--- src/rtl/bmr_pkg.sv ---
package bmr_pkg;
   typedef enum logic {
      OP_BYTE  = 1'b0,
      OP_BURST = 1'b1
   } bmr_op_e;

   typedef enum logic {
      ST_IDLE = 1'b0,
      ST_RUN  = 1'b1
   } bmr_state_e;
endpackage

--- src/rtl/bmr_byte_fifo.sv ---
module bmr_byte_fifo #(
   parameter int DEPTH = 4,
   parameter int W     = 8,
   localparam int CW   = $clog2(DEPTH + 1)
) (
   input  logic          clk,
   input  logic          rst_n,
   input  logic          push,
   input  logic [W-1:0]  din,
   input  logic          pop,
   output logic [W-1:0]  dout,
   output logic          empty,
   output logic          full,
   output logic [CW-1:0] count
);
   localparam int PW = (DEPTH > 1) ? $clog2(DEPTH) : 1;

   if (DEPTH < 2) begin : g_bad_depth
      $error("bmr_byte_fifo: DEPTH must be at least 2");
   end
   if (W < 1) begin : g_bad_width
      $error("bmr_byte_fifo: W must be positive");
   end

   logic [W-1:0]  store [DEPTH];
   logic [PW-1:0] wr_ptr, rd_ptr, wr_nxt, rd_nxt;

   // pointer wrap: free overflow for power-of-two depth, compare otherwise
   if ((1 << PW) == DEPTH) begin : g_pow2
      assign wr_nxt = wr_ptr + PW'(1);
      assign rd_nxt = rd_ptr + PW'(1);
   end else begin : g_mod
      assign wr_nxt = (wr_ptr == PW'(DEPTH - 1)) ? '0 : wr_ptr + PW'(1);
      assign rd_nxt = (rd_ptr == PW'(DEPTH - 1)) ? '0 : rd_ptr + PW'(1);
   end

   assign empty = (count == '0);
   assign full  = (count == CW'(DEPTH));
   assign dout  = store[rd_ptr];

   always_ff @(posedge clk) begin
      if (push) store[wr_ptr] <= din;
   end

   always_ff @(posedge clk) begin
      if (!rst_n) begin
         wr_ptr <= '0;
         rd_ptr <= '0;
         count  <= '0;
      end else begin
         if (push) wr_ptr <= wr_nxt;
         if (pop)  rd_ptr <= rd_nxt;
         case ({push, pop})
            2'b10:   count <= count + CW'(1);
            2'b01:   count <= count - CW'(1);
            default: count <= count;
         endcase
      end
   end

   p_no_overflow_r6: assert property (@(posedge clk) disable iff (!rst_n)
      !(push && full && !pop))
      else $error("response buffer overflow");

   p_no_underflow_r4: assert property (@(posedge clk) disable iff (!rst_n)
      !(pop && empty))
      else $error("response buffer underflow");
endmodule

--- src/rtl/bmr_issue.sv ---
module bmr_issue #(
   parameter int ADDR_W = 32,
   parameter int LEN_W  = 16,
   parameter int DEPTH  = 4,
   localparam int CW    = $clog2(DEPTH + 1)
) (
   input  logic              clk,
   input  logic              rst_n,
   input  logic              start,
   input  logic              active,
   input  logic              pace,
   input  logic [ADDR_W-1:0] base,
   input  logic [LEN_W-1:0]  len,
   input  logic [CW-1:0]     buf_count,
   input  logic              rsp_valid,
   input  logic              req_ready,
   output logic              req_valid,
   output logic [ADDR_W-1:0] req_addr,
   output logic [CW-1:0]     in_flight
);
   logic [LEN_W-1:0] req_cnt;
   logic [CW:0]      committed;
   logic             credit_ok, pace_ok, more, req_fire;

   // a slot is reserved for every request before it leaves
   assign committed = {1'b0, in_flight} + {1'b0, buf_count};
   assign credit_ok = committed < (CW + 1)'(DEPTH);
   assign pace_ok   = !pace || (in_flight == '0);
   assign more      = (req_cnt != len);
   assign req_valid = active && more && credit_ok && pace_ok;
   assign req_addr  = base + ADDR_W'(req_cnt);
   assign req_fire  = req_valid && req_ready;

   always_ff @(posedge clk) begin
      if (!rst_n) begin
         req_cnt <= '0;
      end else if (start) begin
         req_cnt <= '0;
      end else if (req_fire) begin
         req_cnt <= req_cnt + LEN_W'(1);
      end
   end

   always_ff @(posedge clk) begin
      if (!rst_n) begin
         in_flight <= '0;
      end else begin
         case ({req_fire, rsp_valid})
            2'b10:   in_flight <= in_flight + CW'(1);
            2'b01:   in_flight <= in_flight - CW'(1);
            default: in_flight <= in_flight;
         endcase
      end
   end

   p_req_bound_r5: assert property (@(posedge clk) disable iff (!rst_n)
      active |-> req_cnt <= len)
      else $error("issued past length");

   p_credit_r6: assert property (@(posedge clk) disable iff (!rst_n)
      committed <= (CW + 1)'(DEPTH))
      else $error("credit exceeded");

   p_pace_r8: assert property (@(posedge clk) disable iff (!rst_n)
      pace && active |-> in_flight <= CW'(1))
      else $error("paced mode overlapped requests");
endmodule

--- src/rtl/bmr_seq.sv ---
module bmr_seq
   import bmr_pkg::*;
#(
   parameter int ADDR_W    = 32,
   parameter int LEN_W     = 16,
   parameter int DATA_W    = 8,
   parameter int RSP_DEPTH = 4
) (
   input  logic              clk,
   input  logic              rst_n,
   input  logic              cmd_valid,
   output logic              cmd_ready,
   input  logic              cmd_op,
   input  logic [ADDR_W-1:0] cmd_addr,
   input  logic [LEN_W-1:0]  cmd_len,
   input  logic              cmd_pace,
   output logic              mem_req_valid,
   input  logic              mem_req_ready,
   output logic [ADDR_W-1:0] mem_req_addr,
   input  logic              mem_rsp_valid,
   input  logic [DATA_W-1:0] mem_rsp_data,
   output logic              out_valid,
   input  logic              out_ready,
   output logic [DATA_W-1:0] out_data
);
   localparam int CW = $clog2(RSP_DEPTH + 1);

   if (ADDR_W < 1 || LEN_W < 1 || DATA_W < 1) begin : g_bad_width
      $error("bmr_seq: widths must be positive");
   end
   if (RSP_DEPTH < 2) begin : g_bad_depth
      $error("bmr_seq: RSP_DEPTH must be at least 2");
   end

   bmr_state_e        state;
   bmr_op_e           op_in;
   logic [ADDR_W-1:0] base_q;
   logic [LEN_W-1:0]  len_q, sent_cnt;
   logic              pace_q, cmd_fire, busy, pop, last_pop;
   logic              buf_empty, buf_full;
   logic [CW-1:0]     buf_count, in_flight;

   assign op_in     = bmr_op_e'(cmd_op);
   assign busy      = (state == ST_RUN);
   assign cmd_ready = !busy;
   assign cmd_fire  = cmd_valid && cmd_ready;
   assign out_valid = !buf_empty;
   assign pop       = out_valid && out_ready;
   assign last_pop  = pop && (sent_cnt == len_q - LEN_W'(1));

   always_ff @(posedge clk) begin
      if (!rst_n) begin
         state    <= ST_IDLE;
         base_q   <= '0;
         len_q    <= '0;
         pace_q   <= 1'b0;
         sent_cnt <= '0;
      end else begin
         case (state)
            ST_IDLE: begin
               if (cmd_fire) begin
                  base_q   <= cmd_addr;
                  len_q    <= (op_in == OP_BURST) ? cmd_len : LEN_W'(1);
                  pace_q   <= cmd_pace;
                  sent_cnt <= '0;
                  if (op_in == OP_BYTE || cmd_len != '0) state <= ST_RUN;
               end
            end
            default: begin
               if (pop) sent_cnt <= sent_cnt + LEN_W'(1);
               if (last_pop) state <= ST_IDLE;
            end
         endcase
      end
   end

   bmr_issue #(
      .ADDR_W (ADDR_W),
      .LEN_W  (LEN_W),
      .DEPTH  (RSP_DEPTH)
   ) u_issue (
      .clk       (clk),
      .rst_n     (rst_n),
      .start     (cmd_fire),
      .active    (busy),
      .pace      (pace_q),
      .base      (base_q),
      .len       (len_q),
      .buf_count (buf_count),
      .rsp_valid (mem_rsp_valid),
      .req_ready (mem_req_ready),
      .req_valid (mem_req_valid),
      .req_addr  (mem_req_addr),
      .in_flight (in_flight)
   );

   bmr_byte_fifo #(
      .DEPTH (RSP_DEPTH),
      .W     (DATA_W)
   ) u_rsp_buf (
      .clk   (clk),
      .rst_n (rst_n),
      .push  (mem_rsp_valid),
      .din   (mem_rsp_data),
      .pop   (pop),
      .dout  (out_data),
      .empty (buf_empty),
      .full  (buf_full),
      .count (buf_count)
   );

   p_hold_r7: assert property (@(posedge clk) disable iff (!rst_n)
      out_valid && !out_ready |=> out_valid && $stable(out_data))
      else $error("output changed under backpressure");

   p_zero_len_r9: assert property (@(posedge clk) disable iff (!rst_n)
      cmd_fire && cmd_op && cmd_len == '0 |=> cmd_ready && !mem_req_valid)
      else $error("zero-length burst did not complete at once");

   p_idle_clean_r10: assert property (@(posedge clk) disable iff (!rst_n)
      $fell(busy) |-> buf_empty && in_flight == '0)
      else $error("returned to idle with work pending");

   p_no_out_idle_r1: assert property (@(posedge clk) disable iff (!rst_n)
      cmd_ready |-> !out_valid)
      else $error("output byte while idle");
endmodule

--- config.mk ---
export PLATFORM = sky130hd
export DESIGN_NAME = bmr_seq
export DESIGN_NICKNAME = d
export VERILOG_FILES = /design/src/rtl/bmr_pkg.sv /design/src/rtl/bmr_byte_fifo.sv /design/src/rtl/bmr_issue.sv /design/src/rtl/bmr_seq.sv
export SDC_FILE = /design/constraint.sdc
export NUM_CORES = 1
export LEC_CHECK = 0
export ABC_AREA = 1
export BUFFER_PORTS_ARGS = -buffer_cell sky130_fd_sc_hd__buf_2
export CORE_MARGIN = 5
export CORE_UTILIZATION = 47
export CTS_CLUSTER_DIAMETER = 50
export DETAILED_ROUTE_END_ITERATION = 6
export PLACE_DENSITY_LB_ADDON = 0.05
export SYNTH_ARGS = -nofsm -noshare
export SYNTH_HDL_FRONTEND = slang
export SYNTH_SLANG_ARGS = --single-unit
--- constraint.sdc ---
create_clock -name clk -period 5.67 [get_ports clk]
set_input_delay 1.134 -clock clk [delete_from_list [all_inputs] [get_ports clk]]
set_output_delay 1.134 -clock clk [all_outputs]
set_load 0.1 [all_outputs]
==> out/summary.md <==
The run gives 0.477 as the effective utilization at floorplan. Data arrives at the worst endpoint at 2.97 ns. The achievable clock frequency came out at 243 MHz. In the layout the commonest cells are nand2_1, nor2_1, inv_1, buf_2, dfxtp_1.

The cell sitting at the root of the clock tree is a clkbuf_16. Among all flip-flop cells after synthesis, the most frequent one is dfxtp_1. The minimum clock period is 4.11 ns.

CTS saw 126 sinks. For the number of H-tree levels, the log shows 4. The share of the synthesized netlist area taken by xor and xnor gates was 0.0812.

Relative to the synthesized area, the layout overhead comes to 17.5%. Along the worst path, the maximum fanout reaches 6. The run gives 0.227 as the global router's overall resource usage. The number of pins exceeding their max-slew limit in the final report is 0. Top-area cell type share of the netlist area: 0.260. The flow ran to the end, and the final reports show no timing, DRC or antenna violations. STA puts the critical path data required time at 4.54 ns. The number of cells produced by synthesis was 976; the complex-gate fraction of the synthesized area was 0.156.

Final worst-path setup slack: 1.56 ns. Mean instance size in the synthesized netlist: 7.40 um^2. The share of flip-flops with an asynchronous set or reset after synthesis was 0; the initial antenna violation count was 1.

The share of the clock period used by the worst path after layout was 0.725. The part of the power in registers was 0.359; the clock-pin slew reported for the worst setup and hold paths after clock tree synthesis was 0.06 ns. The leakage power was 0.00381 uW. For the synthesis warning total, the log shows 0. The tightest slew margin relative to the limit is 0.455, and the height of the die is 134 um. The floorplan has 45 rows.

In this run, the number of DRC markers left after iteration 0 of detailed routing was 441. The die covers 18000 um^2. The number of placed I/O pins was 107.

Yosys attributes the largest share of cell area to dfxtp_1, edfxtp_1, nand2_1. TritonCTS built the clock tree. The logs give 0 for the post-CTS setup-driven buffer insertion count and 0.387 for the clock network fraction of total power. Setup repair after global routing left no endpoint under its margin.

The cell area that synthesis handed to floorplanning was 7230 um^2. The HPWL after detailed placement is 15300 um. Among all stages on the critical path, the largest delay is contributed by dfxtp_1. On the worst path, the slowest cell contributes a delay of 0.45 ns. The unique cell type count in the Yosys netlist came out at 43.

The final hold violation count was 0; the detail-routed net length per standard cell was 15.7 um. The class of the tightest hold or removal check is reg -> reg. For the internal power of the cells, the log shows 1790 uW. The sequential area share after synthesis is 0.393, and the number of synthesized flops with an enable pin is 32.

Entering global routing, the biggest net connects 54 pins. The global-route congestion overflow total is 0. The tools report the kind of capture point of the worst setup path as a primary output. Prior to clock tree synthesis, the placed netlist has a worst setup slack of 2.00 ns. Main combinational cell family by area after synthesis: simple AND/OR/NAND/NOR gates. The area share of and/or/nand/nor cells after synthesis was 0.240.

The length of the first detailed-routing pass in iterations came out at 5. Measured along the x axis, the die boundary spans 134 um. The area share of fa/ha/maj cells after synthesis was 0.0551; the hold buffer count at CTS was 0.

The region available for standard cell placement spans 15100 um^2. Number of nets in the finished design: 1172. For the worst-case vdd ir drop, the log shows 0.000236 V. After detailed routing, the number of vias per cell comes to 5.23. For the global-route wire length before repair, the log shows 32200 um. The commonest non-fill, non-tap cell in the layout is nand2_1. Walking the worst path, the cells encountered are ha_1 > inv_1 > fa_1 > o21ai_2 > a21oi_2 > o21ai_2 > nand3_1 > nand2_2 > nand2_1 > xnor2_1 > buf_2. The number of clock buffers added by TritonCTS is 17. The number of max-capacitance violations reported is 0, and the number of vias after detailed routing is 6696. The longest clock path from root to sink contains 2 buffers. The logs give 0 ns for the setup TNS after final layout and 0 for the remaining antenna violation count after routing.

At the later pin of the worst-skew pair, clock insertion delay measures 0.42 ns. Number of flip-flops and latches in the synthesized netlist: 126. The library cell appearing most often on the critical path is o21ai_2. The number of nets handed over by synthesis was 1070. The critical path in this run is classified as reg -> out. The kind of start point of the critical path was a flip-flop.

For this design the ratio of total power to cell area is 337 nW/um^2. Fraction of final layout cells with drive strength greater than 1: 0.143. The number of gates resized after CTS was 0.

The mux contribution to synthesized area works out to 0. Routability-driven placement finished with a final weighted congestion of 0.945. Net switching power of the design: 1070 uW. The design draws 2860 uW.

The library cell with the largest summed area after synthesis was dfxtp_1. The clock arrives with 0.00830 ns of skew. Input and output buffers added on the ports amount to 106. Setup violations remaining at the end of the flow were counted as 0. The overall routed net length was 20100 um. The actual transition at the worst max-transition pin came out at 0.815 ns. The logs give 0 for the post-detailed-route DRC marker count and 6157 for the number of global-route vias before repair. The net switching fraction of the power is 0.374, and the power share of the combinational group is 0.253.
## final cells by class
class / count / area [um^2]
clock inverters: 15 / 174
fillers: 1531 / 6660
multi-input cells: 714 / 3840
well taps: 188 / 235
clock buffers: 17 / 425
diodes: 1 / 2.50
inverters: 110 / 413
repair buffers: 109 / 553
flip-flops and latches: 126 / 2840
## Yosys cell counts (3+ instances only)
cell type    n
fa_1         3
a21o_1       3
xor2_1      55
dfxtp_1     94
clkbuf_1    18
edfxtp_1    32
xnor2_1     12
nor3_1      13
a211oi_1     3
nor2_2       3
nor4_1       4
nor2_1     146
nand3_1     50
nand2_1    163
buf_2        4
a21oi_1     78
o22ai_1     20
o21ai_0     89
inv_1      106
nand4_1     15
ha_1        27
inv_2        3
nand3b_1     6
## worst paths after layout
path,start,depth (start not counted),endpoint,slack (ns)
max,u_issue.req_cnt[0],11,mem_req_addr[24],1.56
min,busy,2,busy,0.46
max reg2reg,u_issue.in_flight[2],10,u_issue.in_flight[1],2.86
min reg2reg,busy,2,busy,0.46
## registers in the layout (all words and copies together), names as in the netlist, named ones only
signal / count
base_q: 32
busy: 1
len_q: 16
pace_q: 1
sent_cnt: 16
u_issue.in_flight: 3
u_issue.req_cnt: 16
u_rsp_buf.count: 3
u_rsp_buf.rd_ptr: 2
u_rsp_buf.store: 32
u_rsp_buf.wr_ptr: 2
## critical path: cells and delay by family (launching register included)
kind	cells	cell delay, ns
adder cells (fa/ha/maj)	2	0.62
XOR/XNOR	1	0.14
flip-flops	1	0.45
buffers and inverters	2	0.49
AO/OA/AOI/OAI	3	0.51
AND/OR/NAND/NOR	3	0.33
## power groups by stage
| stage | clock, uW | sequential [uW] | combinational, uW |
|---|---|---|---|
| after floorplan | 0 | 1030 | 604 |
| after global placement | 0 | 1050 | 723 |
| after detailed placement | 0 | 1050 | 726 |
| after CTS | 1130 | 1030 | 728 |
| after global routing | 1180 | 1040 | 783 |
| final | 1110 | 1030 | 725 |
## stage by stage
| step | hold slack, ns | cell area (um^2) | std cells | util |
|---|---|---|---|---|
| after floorplan | 0.436 | 7230 | 976 | - |
| after global placement | 0.453 | 7890 | 1247 | 0.521 |
| after detailed placement | 0.459 | 7890 | 1247 | 0.521 |
| after CTS | 0.469 | 8490 | 1279 | 0.560 |
| after global routing | 0.489 | 8490 | 1280 | 0.561 |
| final | 0.461 | 8490 | 1280 | 0.561 |
## kinds of logic after synthesis
family / after synthesis
AND/OR/NAND/NOR: 409
AO/OA/AOI/OAI: 208
buffers and inverters: 136
flip-flops: 126
XOR/XNOR: 67
adder cells (fa/ha/maj): 30
## per-layer routing
layer / share of wire / vias up / global-route usage
met3: 0.051 / 25 / 0.0458
met5: 0 / - / 0
met4: 0.013 / 0 / 0.0583
met2: 0.44 / 174 / 0.346
met1: 0.50 / 3037 / 0.329
li1: - / 3460 / -
Note: power is estimated with default switching activity, not from simulation.
